## config.mk

```make
export PLATFORM = sky130hd
export DESIGN_NAME = twowire_bytemem
export DESIGN_NICKNAME = d
export VERILOG_FILES = /design/src/rtl/twowire_bytemem.sv
export SDC_FILE = /design/constraint.sdc
export NUM_CORES = 1
export LEC_CHECK = 0
export ABC_CLOCK_PERIOD_IN_PS = 3540
export BUFFER_PORTS_ARGS = -buffer_cell sky130_fd_sc_hd__buf_2
export CAP_MARGIN = 20
export CORE_ASPECT_RATIO = 0.8
export CORE_UTILIZATION = 51
export CTS_CLUSTER_DIAMETER = 30
export DETAILED_ROUTE_END_ITERATION = 12
export PLACE_DENSITY_LB_ADDON = 0.25
export SYNTH_ARGS = -nofsm -noshare
export SYNTH_HDL_FRONTEND = slang
export SYNTH_SLANG_ARGS = --single-unit
```

## constraint.sdc

```tcl
create_clock -name clk -period 3.54 [get_ports clk]
set_clock_uncertainty 0.15 [all_clocks]
set_input_delay 0.708 -clock clk [delete_from_list [all_inputs] [get_ports clk]]
set_output_delay 0.708 -clock clk [all_outputs]
set_load 0.05 [all_outputs]
```

## src/rtl/twowire_bytemem.sv

```systemverilog
module twowire_bytemem #(
  parameter int ADDR_W    = 4,
  parameter int DATA_W    = 8,
  parameter int DC_W      = 2,
  parameter int WR_CYCLES = 64
) (
  input  logic clk,
  input  logic rst_n,
  input  logic scl_in,
  input  logic sda_in,
  output logic sda_out,
  output logic sda_oe
);
  localparam int CMD_W  = 2;
  localparam int CTRL_W = CMD_W + ADDR_W + DC_W;
  localparam int DEPTH  = 1 << ADDR_W;
  localparam int MAXB   = (CTRL_W > DATA_W) ? CTRL_W : DATA_W;
  localparam int CW     = $clog2(MAXB);
  localparam int TW     = $clog2(WR_CYCLES + 1);
  localparam logic [CMD_W-1:0] CMD_WR = 2'b01;
  localparam logic [CMD_W-1:0] CMD_RD = 2'b10;

  typedef enum logic [2:0] {S_IDLE, S_CTRL, S_WDAT, S_BUSY, S_RDAT, S_SKIP} state_t;

  logic [1:0] scl_sync, sda_sync;
  logic       scl_q, sda_q;
  logic       scl_s, sda_s;
  logic       scl_rise, scl_fall, start_det, stop_det;

  state_t              state;
  logic [CW-1:0]       bit_cnt;
  logic [CTRL_W-1:0]   ctrl_sh;
  logic [DATA_W-1:0]   dat_sh;
  logic [ADDR_W-1:0]   addr_q;
  logic [TW-1:0]       tmr;
  logic                drv;
  logic [DATA_W-1:0]   mem [DEPTH];

  logic [CTRL_W-1:0]   ctrl_next;
  logic [CMD_W-1:0]    cmd;
  logic [ADDR_W-1:0]   rd_addr;
  logic [DATA_W-1:0]   wr_data;
  logic                wr_en, lock, busy, ctrl_last;

  always_ff @(posedge clk or negedge rst_n) begin
    if (!rst_n) begin
      scl_sync <= 2'b11;
      sda_sync <= 2'b11;
      scl_q    <= 1'b1;
      sda_q    <= 1'b1;
    end else begin
      scl_sync <= {scl_sync[0], scl_in};
      sda_sync <= {sda_sync[0], sda_in};
      scl_q    <= scl_sync[1];
      sda_q    <= sda_sync[1];
    end
  end

  assign scl_s     = scl_sync[1];
  assign sda_s     = sda_sync[1];
  assign scl_rise  = scl_s & ~scl_q;
  assign scl_fall  = ~scl_s & scl_q;
  assign start_det = scl_s & scl_q & sda_q & ~sda_s;
  assign stop_det  = scl_s & scl_q & ~sda_q & sda_s;

  assign ctrl_next = {ctrl_sh[CTRL_W-2:0], sda_s};
  assign cmd       = ctrl_next[CTRL_W-1 -: CMD_W];
  assign rd_addr   = ctrl_next[DC_W +: ADDR_W];
  assign wr_data   = {dat_sh[DATA_W-2:0], sda_s};
  assign ctrl_last = (bit_cnt == CW'(CTRL_W - 1));
  assign busy      = (state == S_BUSY);
  assign lock      = busy || (state == S_RDAT) || (state == S_CTRL && ctrl_last);
  assign wr_en     = (state == S_WDAT) && scl_rise && (bit_cnt == CW'(DATA_W - 1));

  assign sda_oe  = (state == S_RDAT) && drv;
  assign sda_out = sda_oe & dat_sh[DATA_W-1];

  always_ff @(posedge clk or negedge rst_n) begin
    if (!rst_n) begin
      for (int i = 0; i < DEPTH; i++) mem[i] <= '0;
    end else if (wr_en) begin
      mem[addr_q] <= wr_data;
    end
  end

  always_ff @(posedge clk or negedge rst_n) begin
    if (!rst_n) begin
      state   <= S_IDLE;
      bit_cnt <= '0;
      ctrl_sh <= '0;
      dat_sh  <= '0;
      addr_q  <= '0;
      tmr     <= '0;
      drv     <= 1'b0;
    end else if (!lock && start_det) begin
      state   <= S_CTRL;
      bit_cnt <= '0;
    end else if (!lock && stop_det) begin
      state   <= S_IDLE;
      bit_cnt <= '0;
    end else begin
      case (state)
        S_CTRL: if (scl_rise) begin
          ctrl_sh <= ctrl_next;
          if (ctrl_last) begin
            bit_cnt <= '0;
            addr_q  <= rd_addr;
            drv     <= 1'b0;
            if (cmd == CMD_WR) begin
              state <= S_WDAT;
            end else if (cmd == CMD_RD) begin
              state  <= S_RDAT;
              dat_sh <= mem[rd_addr];
            end else begin
              state <= S_SKIP;
            end
          end else begin
            bit_cnt <= bit_cnt + 1'b1;
          end
        end
        S_WDAT: if (scl_rise) begin
          dat_sh <= wr_data;
          if (bit_cnt == CW'(DATA_W - 1)) begin
            bit_cnt <= '0;
            tmr     <= TW'(WR_CYCLES - 1);
            state   <= S_BUSY;
          end else begin
            bit_cnt <= bit_cnt + 1'b1;
          end
        end
        S_BUSY: begin
          if (tmr == '0) state <= S_IDLE;
          else           tmr   <= tmr - 1'b1;
        end
        S_RDAT: if (scl_fall) begin
          if (!drv) begin
            drv <= 1'b1;
          end else if (bit_cnt == CW'(DATA_W - 1)) begin
            drv     <= 1'b0;
            bit_cnt <= '0;
            state   <= S_IDLE;
          end else begin
            dat_sh  <= {dat_sh[DATA_W-2:0], 1'b0};
            bit_cnt <= bit_cnt + 1'b1;
          end
        end
        default: ;
      endcase
    end
  end
endmodule


```

* Word-level counts from Yosys, hierarchy flattened *
Cells that the tools add are included.

word-level totals
  flip-flop bits (word level) = 167
  output and inout port bits = 2

operators by class
  add/subtract/negate cells = 2
  $lt $le $gt $ge = 3
  eq/ne operators = 26
  muxes and demuxes = 45
  bitwise gates (word level) = 16
  reduce and logical (&&, ||, !) cells = 24

operator list
  operator             number
  $bwmux 128           1
  $mux 8               11
  $mux 3               17
  $bmux 8 s4           1
  $demux 8 s4          1
  $ne 4x2->1 const B   7
  $pmux 8 s3           1
  $mux 7               3
  $ne 2x2->1 const B   9
  $pmux 7 s2           1
  $pmux 3 s4           1
  $reduce_and 6->1     2
  $reduce_and 11->1    1
  $ge 5x5->1 const B   2
  $not 4->5            2
  $reduce_and 9->1     1
  $and 1x1->1          8
  $ne 4x1->1 const B   2
  $reduce_and 4->1     2
  $logic_and 1x1->1    7
  $logic_not 7->1      1
  $sub 7x1->7 const B  1
  $eq 3x2->1 const B   2
  $eq 3x3->1 const B   2
  other kinds (18)     30

* Longest topological paths before layout *
Gate-level depths: netlist of run 1.

  depth after elaboration = 9
  gate-level depth with buffers = 9
  depth with buffers taken out = 7

* Worst setup path before layout of run 1 *
No wires, ideal clock.

  kind = reg2reg
  from = reg scl_sync[1]
  to = reg mem[120] (netlist name)
  library setup time = 0.125 ns
  arrival = 2.069 ns
  slack = 1.196 ns
  stages on the path, launching flop included = 8
  path buffers = 2
  cell sequence = dfstp_2 and2b_1 nand3_2 or3_1 buf_2 or3_1 buf_4 mux2_4

between the ends
  cells in the longest elaborated chain, start to end = 3

RTL lines
  item                            RTL line  text
  start, declared                 25        logic [1:0] scl_sync, sda_sync;
  start signal, assigned          52        scl_sync <= {scl_sync[0], scl_in};
  $and 1x1->1                     61        assign scl_rise = scl_s & ~scl_q;
  $logic_and 1x1->1 (2 in a row)  73        assign wr_en = (state == S_WDAT) && scl_rise && (bit_cnt == CW'(DATA_W - 1));
  end signal, assigned by index   82        mem[addr_q] <= wr_data;
  end, declared                   37        logic [DATA_W-1:0] mem [DEPTH];

No other way between the ends.
A chain may end at the register's enable or synchronous reset.

* Final worst setup path of run 1 *
  from = reg bit_cnt[0]
  to = reg mem[15] (netlist name)

between the ends
  cells in the longest elaborated chain, start to end = 2

RTL lines
  item                    RTL line  text
  start, declared         31        logic [CW-1:0] bit_cnt;
  start signal, assigned  118       bit_cnt <= bit_cnt + 1'b1;
  start signal, assigned  128       bit_cnt <= bit_cnt + 1'b1;
  start signal, assigned  144       bit_cnt <= bit_cnt + 1'b1;
  $eq 3x3->1              73
  $logic_and 1x1->1       73

No other way between the ends.

==> metrics.csv, run 1 <==
stage,metric,value,unit
cells_and_area,nets,616,
floorplan,core_area,0.0151,mm2
cells_and_area,fillers,1235,
timing,slew_headroom,32.4,%
setup_path,critPathMaxFanout,12,
cts,htreeDepth,4,
logic_synthesis,syn_avg_cell_area,13.1,um2
power,power_frac_comb,17.6,%
placed_design,dp_cells,797,
timing,drv_slew,0,
timing,worst_pin_slew,1.01,ns
grt,grt_pass1_wl,28600,um
floorplan,die_w,141,um
grt,grt_pass1_vias,5110,
power,p_switching,1.60,mW
grt,antenna_found_initial,0,
power,p_seq_share,47.2,%
timing,finalCritPeriodShare,86.5,%
logic_synthesis,ys_warn_count,0,
setup_path,cp_num_buf_inv,0,
logic_synthesis,syn_area,0.00793,mm2
cells_and_area,antennaDiodeCount,0,
floorplan,initial_utilization,52.5,%
floorplan,die_h,114,um
placed_design,dpl.hpwl,11500,um
setup_path,reg2reg_slack,0.48,ns
setup_path,cpMostUsedCell,ha_1,
detailed_routing,initialDrtViolationCount,351,
setup_path,worstSetupEndpointType,flip-flop,
cts,cts_setup_buffers,0,
cells_and_area,drive_above_1_share,37.0,%
placed_design,place_area,0.00817,mm2
min_path,hold_path_class,input pin to async pin,
floorplan,io_pins,6,
timing,min_period,3.06,ns
logic_synthesis,synth_edf_count,0,
setup_path,crit_required,3.71,ns
cells_and_area,multi_input_comb_area,0.00356,mm2
power,clkPwrFrac,35.2,%
setup_path,cp_top_family,simple AND/OR/NAND/NOR gates,
cells_and_area,stdcell_area,0.00871,mm2
cts,root_buffer,clkbuf_16,
cells_and_area,final_core_util,57.6,%
cts,ctsHoldBuffers,0,
grt,overflow,0,
grt,grt_max_degree,74,
cells_and_area,final_common_cell,dfrtp_1,
logic_synthesis,syn-instance-count,607,
power,swShare,32.8,%
setup_path,crit_type,flip-flop to flip-flop,
grt,grt_usage,23.9,%
cts,cts_buffer_depth,2,
timing,max_freq,327,MHz
setup_path,cp_slowest_cell,nor2_1,
logic_synthesis,yosysSeqAreaShare,52.8,%
detailed_routing,dr_total_vias,4945,
logic_synthesis,yosysTopAreaCellShare,50.8,%
logic_synthesis,synth_cell_types,58,
timing,rsz0062_at_grt,no,
power,cellLeakagePower,4.03,nW
power,p_int,3.28,mW
cells_and_area,ff_latch_area,0.00419,mm2
cells_and_area,final_cell_mix,"dfrtp_1, mux2_2, mux2i_1, nor2_1",
logic_synthesis,synth-async-reset-ratio,100,%
detailed_routing,drt-pass1-iter-count,5,
detailed_routing,routed_via_density,5.97,
timing,setup_viol,0,
floorplan,rows,40,
cts,clk_pin_slew_worst_paths,0.06,ns
logic_synthesis,synth_area_leader_cell,dfrtp_1,
logic_synthesis,syn_nets,617,
detailed_routing,antenna_left,0,
placed_design,port_buffers,5,
setup_path,startpoint_type,flip-flop,
timing,finalHoldViolCount,0,
placed_design,gp_congestion,0.799,
run,max_cap_viol_count,0,
cts,insertion_delay,0.43,ns
cts,numCtsBuffers,17,
detailed_routing,wl_per_cell,21.0,um
cts,cts_tree,yes,
setup_path,slowest_delay,0.62,ns
logic_synthesis,ys_ff_latch,167,
power,peakVddDrop,0.494,mV
power,powerDensity,560,mW/mm2
timing,setup_tns,0,ns
cts,cts_resized,0,
detailed_routing,drc,0,
logic_synthesis,ys.flop_type,dfrtp_1,
floorplan,dieArea,0.0161,mm2
cells_and_area,area_growth,9.88,%
cells_and_area,layout.cells.non_filler,829,
setup_path,cp_data_arrival_time,3.23,ns
setup_path,path_cells,"ha_1, ha_1, and3_1, nand3_1, nor2_1, mux2_2",
cts,cts_sinks,167,
status,outcome,"finished, final reports clean",
detailed_routing,routed_wirelength,17400,um
logic_synthesis,synth_area_leaders,"dfrtp_1, mux2_2, mux2i_1",
-- synth_stat cells (6+ instances only) --
cell / n
clkbuf_1: 24
ha_1: 6
o21ai_0: 22
nor2_1: 24
mux2i_1: 32
a22oi_1: 11
a2111oi_0: 8
mux2_2: 136
mux2_4: 8
inv_1: 9
and3_1: 7
nand2_1: 22
buf_2: 7
dfrtp_1: 161
nor2b_1: 15
dfstp_2: 6
mux4_2: 12
nor2_2: 9
-- path summary, 6_finish.rpt --
check                       startpoint          end  depth (start not counted)
hold / removal                   rst_n       tmr[2]                          1
max in group asynchronous        rst_n      mem[38]                          2
min in group clk           scl_sync[0]  scl_sync[1]                          0
setup / recovery            bit_cnt[0]      mem[15]                          6
hold reg to reg            scl_sync[0]  scl_sync[1]                          0
setup reg to reg            bit_cnt[0]      mem[15]                          6
-- power by group through the flow --
stage,sequential [mW],clock [mW],combinational (mW)
finish,2.30,1.72,0.860
global route,2.32,1.83,0.939
CTS,2.30,1.75,0.855
detailed placement,2.33,0,0.851
global placement,2.32,0,0.829
floorplan,2.08,0,0.756
-- state kept, by name (all words and copies together) (netlist names) --
register  flops
mem         128
dat_sh        8
ctrl_sh       7
tmr           7
addr_q        4
bit_cnt       3
state         3
scl_sync      2
sda_sync      2
drv           1
scl_q         1
sda_q         1
-- final cells by class --
cell class	instances	share of cell area, %
Sequential cell	167	48.1
Clock buffer	17	4.88
Inverter	9	0.388
Multi-Input combinational cell	395	40.8
Clock inverter	15	1.36
Tap cell	210	3.02
Timing Repair Buffer	16	1.45
-- stage by stage --
stage / worst slack, ns / hold WS [ns] / power [mW]
floorplan: 1.20 / 0.195 / 2.84
global placement: 0.668 / 0.196 / 3.14
detailed placement: 0.559 / 0.198 / 3.18
CTS: 0.550 / 0.161 / 4.90
global route: 0.287 / 0.179 / 5.09
finish: 0.478 / 0.115 / 4.88
-- logic make-up (layout without fill, tap and decap cells) --
kind of cell    Yosys count  in the layout  synth area share [%]
compound gates           75             75                  6.45
buf+inv                  45             57                  2.34
fa+ha+maj                 7              7                  1.07
mux                     188            188                  28.3
flops                   167            167                  52.8
xor+xnor                  6              6                 0.663
simple gates            119            119                  8.40
-- metal layers --
metal	vias up	global-route usage, %	part of all wire, %
met4	0	6.74	0.87
met2	111	36.4	46
met1	2590	34.1	48
met5	-	0	0
li1	2228	-	-
met3	16	6.30	4.4
(Power assumes the default switching activity.)
==> run 2: changes to the inputs <==
--- a/config.mk
+++ b/config.mk
@@ -9,7 +9,7 @@
 export BUFFER_PORTS_ARGS = -buffer_cell sky130_fd_sc_hd__buf_2
 export CAP_MARGIN = 20
 export CORE_ASPECT_RATIO = 0.8
-export CORE_UTILIZATION = 51
+export CORE_UTILIZATION = 60
 export CTS_CLUSTER_DIAMETER = 30
 export DETAILED_ROUTE_END_ITERATION = 12
 export PLACE_DENSITY_LB_ADDON = 0.25
==> metrics.csv, run 2 (synthesis results as in run 1) <==
stage,metric,value,unit,change
timing,drv_slew,0,,unchanged
detailed_routing,routed_wirelength,17000,um,-2.2%
cells_and_area,largest_registers,"mem x128, dat_sh x8",,
setup_path,critPathMaxFanout,15,,+3
setup_path,cp_data_arrival_time,3.24,ns,about the same
cts,insertion_delay,0.43,ns,about the same
cts,ctsHoldBuffers,0,,unchanged
power,peakVddDrop,0.402,mV,-19%
floorplan,io_pins,6,,unchanged
detailed_routing,initialDrtViolationCount,404,,+15%
cts,cts_buffer_depth,2,,unchanged
cells_and_area,final_cell_mix,"dfrtp_1, mux2_2, mux2i_1, nor2_1",,
floorplan,dieArea,0.0137,mm2,-15%
detailed_routing,drt-pass1-iter-count,5,,unchanged
cts,cts_sinks,167,,unchanged
floorplan,die_h,105,um,-7.7%
detailed_routing,routed_via_density,6.18,,+3.6%
floorplan,initial_utilization,61.6,%,+9.1 points
timing,rsz0062_at_grt,no,,
grt,grt_pass1_vias,5183,,+1.4%
cells_and_area,nets,619,,+0.49%
timing,min_period,3.09,ns,+0.0247 ns
placed_design,port_buffers,5,,unchanged
timing,worst_pin_slew,0.836,ns,-0.171 ns
run,max_cap_viol_count,0,,unchanged
timing,setup_viol,0,,unchanged
cells_and_area,antennaDiodeCount,0,,unchanged
detailed_routing,dr_total_vias,4925,,-0.40%
power,cellLeakagePower,4.08,nW,+1.3%
placed_design,gp_congestion,0.900,,+13%
setup_path,crit_type,flip-flop to flip-flop,,
grt,grt_max_degree,67,,-9.5%
grt,antenna_found_initial,0,,unchanged
setup_path,worstSetupEndpointType,flip-flop,,
cells_and_area,drive_above_1_share,37.1,%,+0.14 points
cells_and_area,ff_latch_area,0.00419,mm2,unchanged
setup_path,crit_required,3.70,ns,about the same
cts,numCtsBuffers,17,,unchanged
timing,slew_headroom,44.0,%,+12 points
timing,whs,0.130,ns,+0.0148 ns
timing,finalCritPeriodShare,87.2,%,+0.70 points
cells_and_area,area_growth,10.6,%,
cts,clk_pin_slew_worst_paths,0.07,ns,about the same
detailed_routing,drc,0,,unchanged
timing,max_freq,324,MHz,-0.80%
setup_path,startpoint_type,flip-flop,,
timing,finalHoldViolCount,0,,unchanged
cts,htreeDepth,4,,unchanged
placed_design,dpl.hpwl,11200,um,-2.8%
cells_and_area,largest_reg_flops,128,,unchanged
floorplan,core_area,0.0129,mm2,-15%
detailed_routing,wl_per_cell,21.4,um,+1.7%
setup_path,r2r-start,state[1],,
setup_path,rr_endpoint,mem[21],,
timing,setup_tns,0,ns,unchanged
grt,overflow,0,,unchanged
floorplan,rows,37,,-7.5%
cells_and_area,multi_input_comb_area,0.00356,mm2,unchanged
grt,grt_pass1_wl,27800,um,-2.7%
setup_path,ff2ff_path_depth,5,,-1
cts,cts_tree,yes,,
cells_and_area,fillers,934,,-24%
cells_and_area,final_common_cell,dfrtp_1,,
detailed_routing,antenna_left,0,,unchanged
status,outcome,"finished, final reports clean",,
cells_and_area,final_core_util,68.1,%,+11 points
setup_path,reg2reg_slack,0.45,ns,-0.02 ns
cells_and_area,top_register,mem,,
cts,cts_resized,0,,unchanged
cts,root_buffer,clkbuf_16,,
grt,grt_usage,27.3,%,+3.4 points
floorplan,die_w,131,um,-7.7%
power,powerDensity,578,mW/mm2,+3.2%
cts,cts_setup_buffers,0,,unchanged
min_path,hold_path_class,input pin to async pin,,
-- run 2: worst max-delay path by stage --
| stage | depth (start not counted) | start | slack, ns | to |
|---|---|---|---|---|
| 2_1_floorplan | 7 | scl_sync[1] | 1.20 | mem[120] |
| 6_report | 5 | state[1] | 0.45 | mem[21] |
| 4_1_cts | 5 | state[1] | 0.49 | mem[21] |
| 5_1_grt | 5 | state[1] | 0.29 | mem[23] |
| 3_3_place_gp | 5 | state[1] | 0.69 | mem[22] |
| 3_5_place_dp | 5 | state[1] | 0.52 | mem[21] |
-- run 2: cell type report --
type | count | share of cell area (%)
tap | 175 | 2.50
clock buffer | 18 | 4.89
clock inverter | 14 | 1.84
sequential | 167 | 47.8
multi-input combinational | 395 | 40.6
inverter | 9 | 0.385
timing repair buffer | 19 | 2.07
-- run 2: metrics by stage --
| stage | power (mW) | cell area [um2] | setup WS (ns) | cells |
|---|---|---|---|---|
| floorplan | 2.84 | 7930 | 1.20 | 607 |
| global placement | 3.14 | 8130 | 0.687 | 763 |
| detailed placement | 3.20 | 8150 | 0.515 | 764 |
| CTS | 5.05 | 8740 | 0.495 | 796 |
| global route | 5.27 | 8770 | 0.290 | 797 |
| finish | 5.07 | 8770 | 0.453 | 797 |
-- run 2: power breakdown --
| part | switching (mW) | internal [mW] |
|---|---|---|
| clock | 0.802 | 1.06 |
| combinational | 0.558 | 0.416 |
| sequential | 0.244 | 1.99 |
| total | 1.60 | 3.46 |
-- run 2: critical path, stage by stage, from the launching register on --
cell and delay (ns):
dfrtp_1 0.62, nor3b_2 0.34, and3_1 0.50, nand3_1 0.24
nor2_1 0.70, mux2_2 0.42
-- run 2: per-layer routing --
layer  up-vias  track usage, %  part of all wire [%]
met5         -               0                     0
met4         0            9.36                   1.6
met3        24            6.35                   4.7
met2       119            41.0                    47
met1      2570            39.1                    47
li1       2212               -                     -
==> run 3: changes to the inputs <==
--- a/config.mk
+++ b/config.mk
@@ -5,6 +5,7 @@
 export SDC_FILE = /design/constraint.sdc
 export NUM_CORES = 1
 export LEC_CHECK = 0
+export ABC_AREA = 1
 export ABC_CLOCK_PERIOD_IN_PS = 3540
 export BUFFER_PORTS_ARGS = -buffer_cell sky130_fd_sc_hd__buf_2
 export CAP_MARGIN = 20
==> metrics.csv, run 3 <==
stage,metric,value,unit,change
detailed_routing,routed_via_density,5.69,,-8.0%
timing,setup_viol,0,,unchanged
power,powerDensity,704,mW/mm2,+22%
timing,whs,0.177,ns,+0.0473 ns
logic_synthesis,synth-compound-area-share,13.6,%,+7.2 points
detailed_routing,dr_total_vias,6529,,+33%
logic_synthesis,syn-instance-count,982,,+62%
floorplan,rows,37,,unchanged
cells_and_area,layout.cells.non_filler,1148,,+44%
logic_synthesis,synth_cell_types,28,,-52%
grt,grt_pass1_vias,6048,,+17%
cells_and_area,area_growth,8.25,%,
grt,grt_pass1_wl,30800,um,+11%
detailed_routing,drt-pass1-iter-count,5,,unchanged
detailed_routing,antenna_left,0,,unchanged
cells_and_area,nets,970,,+57%
status,outcome,"finished, final reports clean",,
logic_synthesis,syn_area,0.00792,mm2,about the same
cts,cts_setup_buffers,0,,unchanged
detailed_routing,routed_wirelength,18600,um,+9.6%
timing,drv_slew,0,,unchanged
logic_synthesis,ys_ff_latch,167,,unchanged
setup_path,cp_num_buf_inv,1,,+1
placed_design,gp_congestion,0.831,,-7.6%
timing,finalCritPeriodShare,77.2,%,-10 points
logic_synthesis,yosys.area_share.simple,26.5,%,+18 points
setup_path,crit_required,3.71,ns,about the same
floorplan,core_area,0.0129,mm2,unchanged
cts,clk_pin_slew_worst_paths,0.07,ns,about the same
grt,antenna_found_initial,0,,unchanged
floorplan,io_pins,6,,unchanged
placed_design,port_buffers,5,,unchanged
setup_path,slowest_delay,0.66,ns,-0.04 ns
power,peakVddDrop,0.428,mV,+6.5%
logic_synthesis,synth_common_cells,"nand2_1, dfrtp_1, o21ai_0",,
cells_and_area,final_cell_mix,"nand2_1, dfrtp_1, o21ai_0, nor2_1, nand3_1",,
logic_synthesis,synth_edf_count,0,,unchanged
power,fin_total_pwr,6.03,mW,+19%
floorplan,dieArea,0.0137,mm2,about the same
cts,cts_buffer_depth,2,,unchanged
setup_path,critPathMaxFanout,16,,+1
logic_synthesis,synth-async-reset-ratio,100,%,unchanged
cts,cts_tree,yes,,
detailed_routing,wl_per_cell,16.2,um,-24%
logic_synthesis,synth-adder-area-share,0.948,%,-0.13 points
cts,insertion_delay,0.43,ns,about the same
cts,root_buffer,clkbuf_16,,
setup_path,cp_top_family,simple AND/OR/NAND/NOR gates,,
logic_synthesis,yosysSeqAreaShare,52.9,%,about the same
setup_path,worstSetupEndpointType,flip-flop,,
cells_and_area,final_common_cell,nand2_1,,
setup_path,cp_slowest_cell,nand4_1,,
setup_path,startpoint_type,flip-flop,,
logic_synthesis,yosysTopAreaCellShare,50.9,%,about the same
timing,slew_headroom,32.8,%,-11 points
placed_design,dpl.hpwl,11500,um,+2.9%
floorplan,initial_utilization,61.5,%,about the same
logic_synthesis,synth_area_leaders,"dfrtp_1, nand2_1, o21ai_0",,
setup_path,cp_data_arrival_time,2.90,ns,-0.34 ns
logic_synthesis,syn_nets,992,,+61%
logic_synthesis,synth_area_leader_cell,dfrtp_1,,
run,max_cap_viol_count,0,,unchanged
floorplan,die_w,130,um,about the same
logic_synthesis,synth_most_common_cell,nand2_1,,
grt,overflow,0,,unchanged
setup_path,cpMostUsedCell,ha_1,,
cells_and_area,top_register,mem,,
cts,numCtsBuffers,17,,unchanged
logic_synthesis,muxShareOfSynthArea,0,%,-28 points
cells_and_area,largest_reg_flops,128,,unchanged
cts,cts_resized,0,,unchanged
cells_and_area,largest_registers,"mem x128, dat_sh x8",,
logic_synthesis,ys.flop_type,dfrtp_1,,
timing,rsz0062_at_grt,no,,
cells_and_area,drive_above_1_share,8.74,%,-28 points
grt,grt_max_degree,88,,+31%
timing,min_period,2.73,ns,-0.354 ns
logic_synthesis,syn_avg_cell_area,8.07,um2,-38%
cts,htreeDepth,4,,unchanged
timing,max_freq,366,MHz,+13%
logic_synthesis,ys_warn_count,0,,unchanged
placed_design,dp_cells,1116,,+46%
setup_path,path_cells,"ha_1, ha_1, inv_1, nor3_4, nand4_1, o21ai_0",,
timing,worst_pin_slew,1.00,ns,+0.165 ns
detailed_routing,initialDrtViolationCount,717,,+77%
min_path,hold_path_class,input pin to async pin,,
floorplan,die_h,105,um,about the same
timing,setup_tns,0,ns,unchanged
logic_synthesis,synth_top_family_by_area,simple AND/OR/NAND/NOR gates,,
logic_synthesis,synthXorXnorAreaFrac,0.221,%,-0.44 points
setup_path,crit_type,flip-flop to flip-flop,,
timing,finalHoldViolCount,0,,unchanged
cells_and_area,antennaDiodeCount,0,,unchanged
detailed_routing,drc,0,,unchanged
grt,grt_usage,29.5,%,+2.2 points
cts,cts_sinks,167,,unchanged
power,cellLeakagePower,4.02,nW,-1.6%
cts,ctsHoldBuffers,0,,unchanged
-- run 3: worst register-to-register path: cells and delay by family (launching register included) --
family | cells | cell delay [ns]
AND/OR/NAND/NOR | 2 | 1.16
AO/OA/AOI/OAI | 1 | 0.40
flip-flops | 1 | 0.37
adder cells (fa/ha/maj) | 2 | 0.35
buffers and inverters | 1 | 0.19
-- run 3: cells by family after synthesis --
group	Yosys count
adders and majority gates	6
AOI/OAI and AO/OA	199
DFF	167
xor gates and xnor gates	2
and+or+nand+nor	502
buffers and inverters	106
-- run 3: power breakdown --
part	total, mW	leakage [nW]	internal (mW)	switching [mW]
Clock	1.84	0.277	0.998	0.846
Sequential	2.14	2.29	2.03	0.105
Combinational	2.05	1.45	0.552	1.50
Total	6.03	4.02	3.58	2.45
-- run 3: cell type report --
class / count / area, um2
fill: 1123 / 4300
timing repair buffer: 14 / 124
tap: 175 / 219
clock buffer: 17 / 425
clock inverter: 15 / 154
sequential: 167 / 4190
inverter: 51 / 194
multi-input combinational: 709 / 3270
-- run 3: per-layer routing --
metal | track usage [%] | vias to the layer above | part of all wire (%)
met2 | 44.0 | 253 | 45
li1 | - | 3162 | -
met5 | 0 | - | 0
met1 | 43.3 | 3076 | 47
met4 | 8.87 | 0 | 1.7
met3 | 6.25 | 38 | 6.9
-- run 3: final timing paths --
kind	startpoint	to	slack, ns	cells after the start
hold / removal	rst_n	mem[9]	0.18	1
setup / recovery	bit_cnt[0]	mem[112]	0.81	6
hold reg to reg	sda_sync[0]	sda_sync[1]	0.21	0
setup reg to reg	bit_cnt[0]	mem[112]	0.81	6
min in group clk	sda_sync[0]	sda_sync[1]	0.21	0
max in group asynchronous	rst_n	sda_sync[1]	2.24	2
-- run 3: metrics by stage --
stage | setup slack [ns] | utilization [%] | cell area (um2)
detailed placement | 0.865 | 62.1 | 8000
CTS | 0.832 | 66.6 | 8570
finish | 0.807 | 66.6 | 8570
global route | 0.543 | 66.6 | 8570
floorplan | 0.762 | - | 7920
global placement | 0.979 | 62.1 | 8000
